File: config.mk
export PLATFORM = sky130hd
export DESIGN_NAME = startup_status_seq
export DESIGN_NICKNAME = d
export VERILOG_FILES = /design/src/rtl/startup_pkg.sv /design/src/rtl/init_sync.sv /design/src/rtl/dwell_timer.sv /design/src/rtl/startup_fsm.sv /design/src/rtl/startup_status_seq.sv
export SDC_FILE = /design/constraint.sdc
export NUM_CORES = 1
export LEC_CHECK = 0
export CORE_MARGIN = 2
export CORE_UTILIZATION = 49
export DETAILED_ROUTE_END_ITERATION = 10
export GPL_TIMING_DRIVEN = 0
export PLACE_DENSITY = 0.73
export REMOVE_ABC_BUFFERS = 1
export SETUP_SLACK_MARGIN = 0.3
export SYNTH_ARGS = -nofsm -noshare
export SYNTH_HDL_FRONTEND = slang
export SYNTH_SLANG_ARGS = --single-unit
File: constraint.sdc
create_clock -name clk -period 2 [get_ports clk]
set_clock_uncertainty 0.15 [all_clocks]
set_input_delay 0.3 -clock clk [delete_from_list [all_inputs] [get_ports clk]]
set_output_delay 0.3 -clock clk [all_outputs]
set_load 0.02 [all_outputs]
File: src/rtl/startup_pkg.sv
package startup_pkg;

    typedef enum logic [2:0] {
        PH_SETTLE = 3'd0,
        PH_CLEAR  = 3'd1,
        PH_WAIT   = 3'd2,
        PH_DELAY  = 3'd3,
        PH_LOAD   = 3'd4,
        PH_FAULT  = 3'd5,
        PH_USER   = 3'd6
    } phase_e;

    typedef struct packed {
        phase_e phase;
        logic   flag_hi;
        logic   flag_lo_n;
        logic   flag_oe;
        logic   init_pull;
    } seq_regs_t;

endpackage

File: src/rtl/init_sync.sv
module init_sync (
    input  logic clk,
    input  logic rst_n,
    input  logic pad_i,
    output logic level_o
);
    typedef struct packed {
        logic stage1;
        logic stage2;
    } sync_regs_t;

    sync_regs_t sync_d, sync_q;

    always_comb begin
        sync_d        = sync_q;
        sync_d.stage1 = pad_i;
        sync_d.stage2 = sync_q.stage1;
    end

    always_ff @(posedge clk or negedge rst_n) begin
        if (!rst_n) begin
            sync_q <= '0;
        end else begin
            sync_q <= sync_d;
        end
    end

    assign level_o = sync_q.stage2;

    // the output follows the pad with two edges of latency
    p_two_stage_r4: assert property (@(posedge clk) disable iff (!rst_n)
        $rose(sync_q.stage1) |=> sync_q.stage2);

endmodule

File: src/rtl/dwell_timer.sv
module dwell_timer #(
    parameter int unsigned STAB_CYCLES  = 16,
    parameter int unsigned DELAY_CYCLES = 6000
) (
    input  logic clk,
    input  logic rst_n,
    input  logic start_i,
    output logic expired_o
);
    localparam int unsigned MAX_CYC = (STAB_CYCLES > DELAY_CYCLES) ? STAB_CYCLES : DELAY_CYCLES;
    localparam int unsigned CNT_W   = $clog2(MAX_CYC + 1);
    localparam logic [CNT_W-1:0] STAB_INIT  = CNT_W'(STAB_CYCLES - 1);
    localparam logic [CNT_W-1:0] DELAY_INIT = CNT_W'(DELAY_CYCLES - 1);

    logic [CNT_W-1:0] cnt_d, cnt_q;

    always_comb begin
        cnt_d = cnt_q;
        if (start_i) begin
            cnt_d = DELAY_INIT;
        end else if (cnt_q != '0) begin
            cnt_d = cnt_q - CNT_W'(1);
        end
    end

    always_ff @(posedge clk or negedge rst_n) begin
        if (!rst_n) begin
            cnt_q <= STAB_INIT;
        end else begin
            cnt_q <= cnt_d;
        end
    end

    assign expired_o = (cnt_q == '0);

    // an unrestarted count falls by one every cycle
    p_count_down_r6: assert property (@(posedge clk) disable iff (!rst_n)
        (!start_i && cnt_q != '0) |=> (cnt_q == $past(cnt_q) - CNT_W'(1)));

    // a restart always loads the full delay
    p_restart_r6: assert property (@(posedge clk) disable iff (!rst_n)
        start_i |=> (cnt_q == DELAY_INIT));

endmodule

File: src/rtl/startup_fsm.sv
module startup_fsm
    import startup_pkg::*;
(
    input  logic clk,
    input  logic rst_n,
    input  logic master_mode,
    input  logic clear_done,
    input  logic load_done,
    input  logic data_err,
    input  logic init_level_i,
    input  logic timer_expired_i,
    output logic timer_start_o,
    output logic cfg_hi_o,
    output logic cfg_lo_n_o,
    output logic cfg_flags_oe_o,
    output logic init_pull_low_o
);
    seq_regs_t seq_d, seq_q;
    logic      start_d;

    always_comb begin
        seq_d   = seq_q;
        start_d = 1'b0;
        case (seq_q.phase)
            PH_SETTLE: if (timer_expired_i) seq_d.phase = PH_CLEAR;
            PH_CLEAR:  if (clear_done)      seq_d.phase = PH_WAIT;
            PH_WAIT: begin
                if (init_level_i) begin
                    if (master_mode) begin
                        seq_d.phase = PH_DELAY;
                        start_d     = 1'b1;
                    end else begin
                        seq_d.phase = PH_LOAD;
                    end
                end
            end
            PH_DELAY: begin
                if (!init_level_i) begin
                    seq_d.phase = PH_WAIT;
                end else if (timer_expired_i) begin
                    seq_d.phase = PH_LOAD;
                end
            end
            PH_LOAD: begin
                if (data_err) begin
                    seq_d.phase = PH_FAULT;
                end else if (load_done) begin
                    seq_d.phase = PH_USER;
                end
            end
            PH_FAULT: seq_d.phase = PH_FAULT;
            PH_USER:  seq_d.phase = PH_USER;
            default:  seq_d.phase = PH_FAULT;
        endcase

        seq_d.flag_oe   = (seq_d.phase != PH_USER);
        seq_d.flag_hi   = (seq_d.phase != PH_USER);
        seq_d.flag_lo_n = (seq_d.phase == PH_USER);
        seq_d.init_pull = (seq_d.phase == PH_SETTLE) || (seq_d.phase == PH_CLEAR) ||
                          (seq_d.phase == PH_FAULT);
    end

    always_ff @(posedge clk or negedge rst_n) begin
        if (!rst_n) begin
            seq_q.phase     <= PH_SETTLE;
            seq_q.flag_hi   <= 1'b1;
            seq_q.flag_lo_n <= 1'b0;
            seq_q.flag_oe   <= 1'b1;
            seq_q.init_pull <= 1'b1;
        end else begin
            seq_q <= seq_d;
        end
    end

    assign timer_start_o   = start_d;
    assign cfg_hi_o        = seq_q.flag_hi;
    assign cfg_lo_n_o      = seq_q.flag_lo_n;
    assign cfg_flags_oe_o  = seq_q.flag_oe;
    assign init_pull_low_o = seq_q.init_pull;

    // clearing holds until its done pulse
    p_clear_hold_r2: assert property (@(posedge clk) disable iff (!rst_n)
        (seq_q.phase == PH_CLEAR && !clear_done) |=> (seq_q.phase == PH_CLEAR && init_pull_low_o));

    // a low synchronized init keeps the block waiting
    p_hold_wait_r3: assert property (@(posedge clk) disable iff (!rst_n)
        (seq_q.phase == PH_WAIT && !init_level_i) |=> (seq_q.phase == PH_WAIT));

    // loading is never entered from the delay before the timer expires
    p_delay_guard_r6: assert property (@(posedge clk) disable iff (!rst_n)
        (seq_q.phase == PH_DELAY && !timer_expired_i) |=> (seq_q.phase != PH_LOAD));

    // the fault phase is sticky and keeps the init line low
    p_fault_sticky_r8: assert property (@(posedge clk) disable iff (!rst_n)
        (seq_q.phase == PH_FAULT) |=> (seq_q.phase == PH_FAULT && init_pull_low_o && cfg_flags_oe_o));

    // a simultaneous error and completion ends in the fault phase
    p_err_wins_r9: assert property (@(posedge clk) disable iff (!rst_n)
        (seq_q.phase == PH_LOAD && data_err && load_done) |=> (seq_q.phase == PH_FAULT));

    // flags are released only after a completion pulse
    p_release_cause_r10: assert property (@(posedge clk) disable iff (!rst_n)
        $fell(cfg_flags_oe_o) |-> $past(load_done));

    // the user phase is final and drives nothing
    p_user_final_r10: assert property (@(posedge clk) disable iff (!rst_n)
        (seq_q.phase == PH_USER) |=> (seq_q.phase == PH_USER && !init_pull_low_o && !cfg_flags_oe_o));

endmodule

File: src/rtl/startup_status_seq.sv
module startup_status_seq #(
    parameter int unsigned STAB_CYCLES  = 16,
    parameter int unsigned DELAY_CYCLES = 6000
) (
    input  logic clk,
    input  logic rst_n,
    input  logic master_mode,
    input  logic clear_done,
    input  logic load_done,
    input  logic data_err,
    input  logic init_pad_i,
    output logic cfg_hi_o,
    output logic cfg_lo_n_o,
    output logic cfg_flags_oe_o,
    output logic init_pull_low_o
);
    logic init_level;
    logic timer_start;
    logic timer_expired;

    init_sync u_sync (
        .clk     (clk),
        .rst_n   (rst_n),
        .pad_i   (init_pad_i),
        .level_o (init_level)
    );

    dwell_timer #(
        .STAB_CYCLES  (STAB_CYCLES),
        .DELAY_CYCLES (DELAY_CYCLES)
    ) u_timer (
        .clk       (clk),
        .rst_n     (rst_n),
        .start_i   (timer_start),
        .expired_o (timer_expired)
    );

    startup_fsm u_fsm (
        .clk             (clk),
        .rst_n           (rst_n),
        .master_mode     (master_mode),
        .clear_done      (clear_done),
        .load_done       (load_done),
        .data_err        (data_err),
        .init_level_i    (init_level),
        .timer_expired_i (timer_expired),
        .timer_start_o   (timer_start),
        .cfg_hi_o        (cfg_hi_o),
        .cfg_lo_n_o      (cfg_lo_n_o),
        .cfg_flags_oe_o  (cfg_flags_oe_o),
        .init_pull_low_o (init_pull_low_o)
    );

    // whenever the flags are driven they show configuring levels
    p_flags_r1: assert property (@(posedge clk) disable iff (!rst_n)
        cfg_flags_oe_o |-> (cfg_hi_o && !cfg_lo_n_o));

endmodule

Word-level counts from Yosys, hierarchy flattened
Cells that the tools add are included.
{"block": "word_totals", "reg_bits": 21, "input_bits": 7, "elab_cells": 38}
{"block": "op_classes", "addsub": 1, "n_eq_ne": 9, "n_mux": 14, "n_reduce_logical": 7}
{"op": "2-to-1 mux 13 bit", "n": 2}
{"op": "2-to-1 mux 3 bit", "n": 8}
{"op": "case mux 3 bit (6 select lines)", "n": 1}
{"op": "logical NOT 13 bit", "n": 1}
{"op": "nonzero test 13 bit", "n": 1}
{"op": "subtractor 13 x 1 -> 13 bit (second input constant)", "n": 1}
{"op": "equality test 3 bit (second input constant)", "n": 4}
{"op": "equality test 3 x 1 -> 1 bit (second input constant)", "n": 2}
{"op": "equality test 3 x 2 -> 1 bit (second input constant)", "n": 2}
{"op": "logical NOT 3 bit", "n": 2}
{"op": "2-to-1 mux 1 bit", "n": 3}
{"op": "!= test 3 bit (second input constant)", "n": 1}
{"op": "logical OR 1 bit", "n": 2}
{"op": "nonzero test 2 bit", "n": 1}

Depth between registers and ports, before layout
{"block": "logic_depth", "ltp_word": 7, "ltp_mapped": 8}

Modules after synthesis
From an unflattened synthesis, not the netlist that was laid out.
{"block": "hier_totals", "hier_cells": 107, "hier_area_um2": 1137.3}
{"module": "dwell_timer", "n_inst": 1, "cells_per_inst": 69, "area_per_inst_um2": 728.2}
{"module": "startup_fsm", "n_inst": 1, "cells_per_inst": 36, "area_per_inst_um2": 359.1}
{"module": "init_sync", "n_inst": 1, "cells_per_inst": 2, "area_per_inst_um2": 50.0}

Worst setup path after synthesis
No wires, ideal clock.
{"block": "synth_timing", "path_kind": "flip-flop to flip-flop", "startpoint": "register u_timer.cnt_q[0]", "endpoint": "register u_fsm.seq_q[5] (netlist bit)", "arrival_ns": 1.772, "required_ns": 1.726, "path_slack_ns": -0.046, "stages_incl_launch_ff": 9, "cell_sequence": "dfstp_2 > inv_1 > ha_1 > or3b_1 > buf_6 > nor4_4 > buf_6 > a21oi_2 > or2_1"}
{"element": "start, declared", "line": "dwell_timer.sv:15", "source": "logic [CNT_W-1:0] cnt_d, cnt_q;"}
{"element": "start signal, assigned", "line": "dwell_timer.sv:30", "source": "cnt_q <= cnt_d;"}
{"element": "end signal, assigned", "line": "startup_fsm.sv:71", "source": "seq_q <= seq_d;"}
{"element": "end, declared", "line": "startup_fsm.sv:18", "source": "seq_regs_t seq_d, seq_q;"}

==> reports/results.ini <==
[outcome]
status=finished with violations
violations=negative setup slack

[run]
drv_cap=0

[worst_hold_path]
hold_depth=0
hp-class=reg -> reg
hp-start=u_sync.sync_d[0]
hold_path_end=u_sync.level_o

[pwr]
total_power_w=0.000669
ir_drop_uv=444
p_leak_nw=0.627
power_density_nw_per_um2=454

[placed_design]
dpl_cell_area_um2=1200
gp_congestion=0.839
dpl.hpwl_um=1460
portBuffers=10

[cells_and_area]
final_common_cell=dfrtp_1
finalCoreUtilization=0.673
nets=141
area_growth_syn_to_layout_pct=32.3
fillers=168
design_area_um2=1480
drive_gt1_frac=0.417
layout_common_cells=dfrtp_1 (14), buf_4 (11), nand2_1 (8)
multi_input_area_um2=653
n_antenna_cell=0
seq_area_um2=534

[sta]
min_period_ns=2.04
worst_pin_slew_ns=0.933
hold_violations=0
fmaxAchievable_mhz=490
relSlewSlack=0.376
rsz0062_at_grt=yes
whs_ns=0.221
post-route-period-util=1.02
drv_slew=0
setup_viol=3
worst_slack_ns=-0.0412

[drt]
post_drt_wl_per_cell_um=15.5
antenna_left=0
first_iter_violations=19
viasPerCell=5.77
vias=923
wirelength_um=2480
drc_errors=0
first_pass_iters=4

[cts]
clockRootBuffer=clkbuf_4
cts_hold_buf=0
cts_tree=done
cts.path.max_buffers=2
htreeDepth=1
cts_buffers=3
clkTransAtPathRegs_ns=0.13
clk_latency_ns=0.31
cts_sinks=21

[yosys]
synth_cells=111
synth-main-ff-cell=dfrtp_1
avgSynthCellArea_um2=10.0
syn-cell-area_um2=1110
ys_seq_area_frac=0.478
ys_types=45
synth-edff-count=0
yosysWarnings=0
synth_seq_cells=21
ys_async_sr_fraction=1.00

[worst_setup_path]
cp-end-kind=flop
r2r_cells=7
cp_data_required_time_ns=2.05
cp_max_fo=5
regToRegSetupSlack_ns=-0.04
worstPathArrival_ns=2.09
critPathMaxStageDelay_ns=0.40
r2r-end=u_fsm.seq_q[5]
reg2reg_from=u_timer.cnt_q[1]
path_class=reg -> reg
cp_slowest_cell=dfstp_2
start_kind=flop
crit_chain=inv_2 > ha_4 > or3b_4 > nor4_4 > buf_4 > a21oi_2 > or2_1

[die]
die_area_um2=2670
die_w_um=51.7
row_count=17
start_util=0.509
fp.dieH_um=51.7
core_um2=2190
ioPinCount=11

[global_route]
grt_max_degree=22
overflow=0
grt_pass1_wl_um=4060
grt_util_all_layers=0.206
grt_pass1_vias=904
antenna_found_initial=0

routing by layer:
metal	GRT usage	up-vias	wire length, um
met5	0	-	0
met4	0.0702	0	22
met3	0.0345	4	70
met2	0.340	21	1310
met1	0.276	453	1080
li1	-	445	-
worst max path at each step:
stage | startpoint | endpoint | slack (ns) | cells after the start
after floorplan | u_timer.cnt_q[0] | u_fsm.init_pull_low_o | -0.20 | 6
after global placement | u_timer.cnt_q[0] | u_fsm.init_pull_low_o | -0.53 | 6
after detailed placement | u_timer.cnt_q[0] | u_fsm.init_pull_low_o | -0.59 | 6
after CTS | u_timer.cnt_q[1] | u_fsm.seq_q[5] | -0.03 | 7
after global routing | u_timer.cnt_q[1] | u_fsm.seq_q[5] | -0.09 | 7
final | u_timer.cnt_q[1] | u_fsm.seq_q[5] | -0.04 | 7
sequential cells by signal, indices dropped and copies added, names as in the netlist:
| register | cells |
|---|---|
| u_fsm.cfg_hi_o | 1 |
| u_fsm.cfg_lo_n_o | 1 |
| u_fsm.init_pull_low_o | 1 |
| u_fsm.seq_q | 3 |
| u_sync.level_o | 1 |
| u_sync.sync_d | 1 |
| u_timer.cnt_q | 13 |
worst max-delay path: cells and delay by family, from the launching register on:
kind	cells	cell delay, ns
DFF	1	0.40
and+or+nand+nor	3	0.89
adders and majority gates	1	0.14
AOI/OAI and AO/OA	1	0.06
buffers and inverters	2	0.28
cell type report:
type / count / area share
clock buffers: 4 / 0.0178
repair buffers: 23 / 0.138
inverters: 6 / 0.0153
well taps: 28 / 0.0237
flip-flops and latches: 21 / 0.362
multi-input cells: 78 / 0.443
kinds of logic (layout without fill, tap and decap cells):
group / count (synthesis) / count (layout) / synth area share
xor+xnor: 2 / 2 / 0.0157
simple gates: 49 / 49 / 0.270
mux: 2 / 2 / 0.0180
fa+ha+maj: 1 / 1 / 0.0112
compound gates: 24 / 24 / 0.141
flops: 21 / 21 / 0.478
buf+inv: 12 / 33 / 0.0651
per-stage QoR:
step	std cells	worst slack, ns	TNS [ns]
finish	160	-0.0412	-0.0932
global placement	143	-0.527	-2.77
detailed placement	143	-0.589	-3.51
floorplan	105	-0.196	-0.522
CTS	158	-0.0336	-0.0788
global route	160	-0.0929	-0.533
power by group:
group	switching, W	internal, W
clock	0.000136	0.0000779
sequential	0.00000190	0.000427
combinational	0.0000128	0.0000131
total	0.000151	0.000518
what timing repair did:
item / in CTS / in global routing
cloned: 0 / 0
resized for setup: 33 / 8
setup endpoints to repair: 20 / 18
buffers inserted: 11 / 2
pin swaps: 9 / 3
synth_stat cells (2+ instances only):
| library cell | number | share of area |
|---|---|---|
| a21oi_1 | 4 | 0.018 |
| a31oi_1 | 2 | 0.011 |
| buf_6 | 3 | 0.030 |
| dfrtp_1 | 15 | 0.34 |
| dfstp_2 | 6 | 0.14 |
| inv_1 | 6 | 0.020 |
| mux2i_1 | 2 | 0.018 |
| nand2_1 | 10 | 0.034 |
| nand2b_1 | 2 | 0.011 |
| nand3_1 | 7 | 0.031 |
| nor2_1 | 5 | 0.017 |
| nor3_1 | 3 | 0.013 |
| nor3b_1 | 2 | 0.013 |
| nor4_1 | 2 | 0.011 |
| o21ai_0 | 7 | 0.031 |
| o31ai_1 | 2 | 0.013 |
| o41ai_1 | 2 | 0.016 |
| or2_2 | 2 | 0.011 |
| or3_2 | 2 | 0.013 |
| xnor2_1 | 2 | 0.016 |
Power figures use the tool's default switching activity.
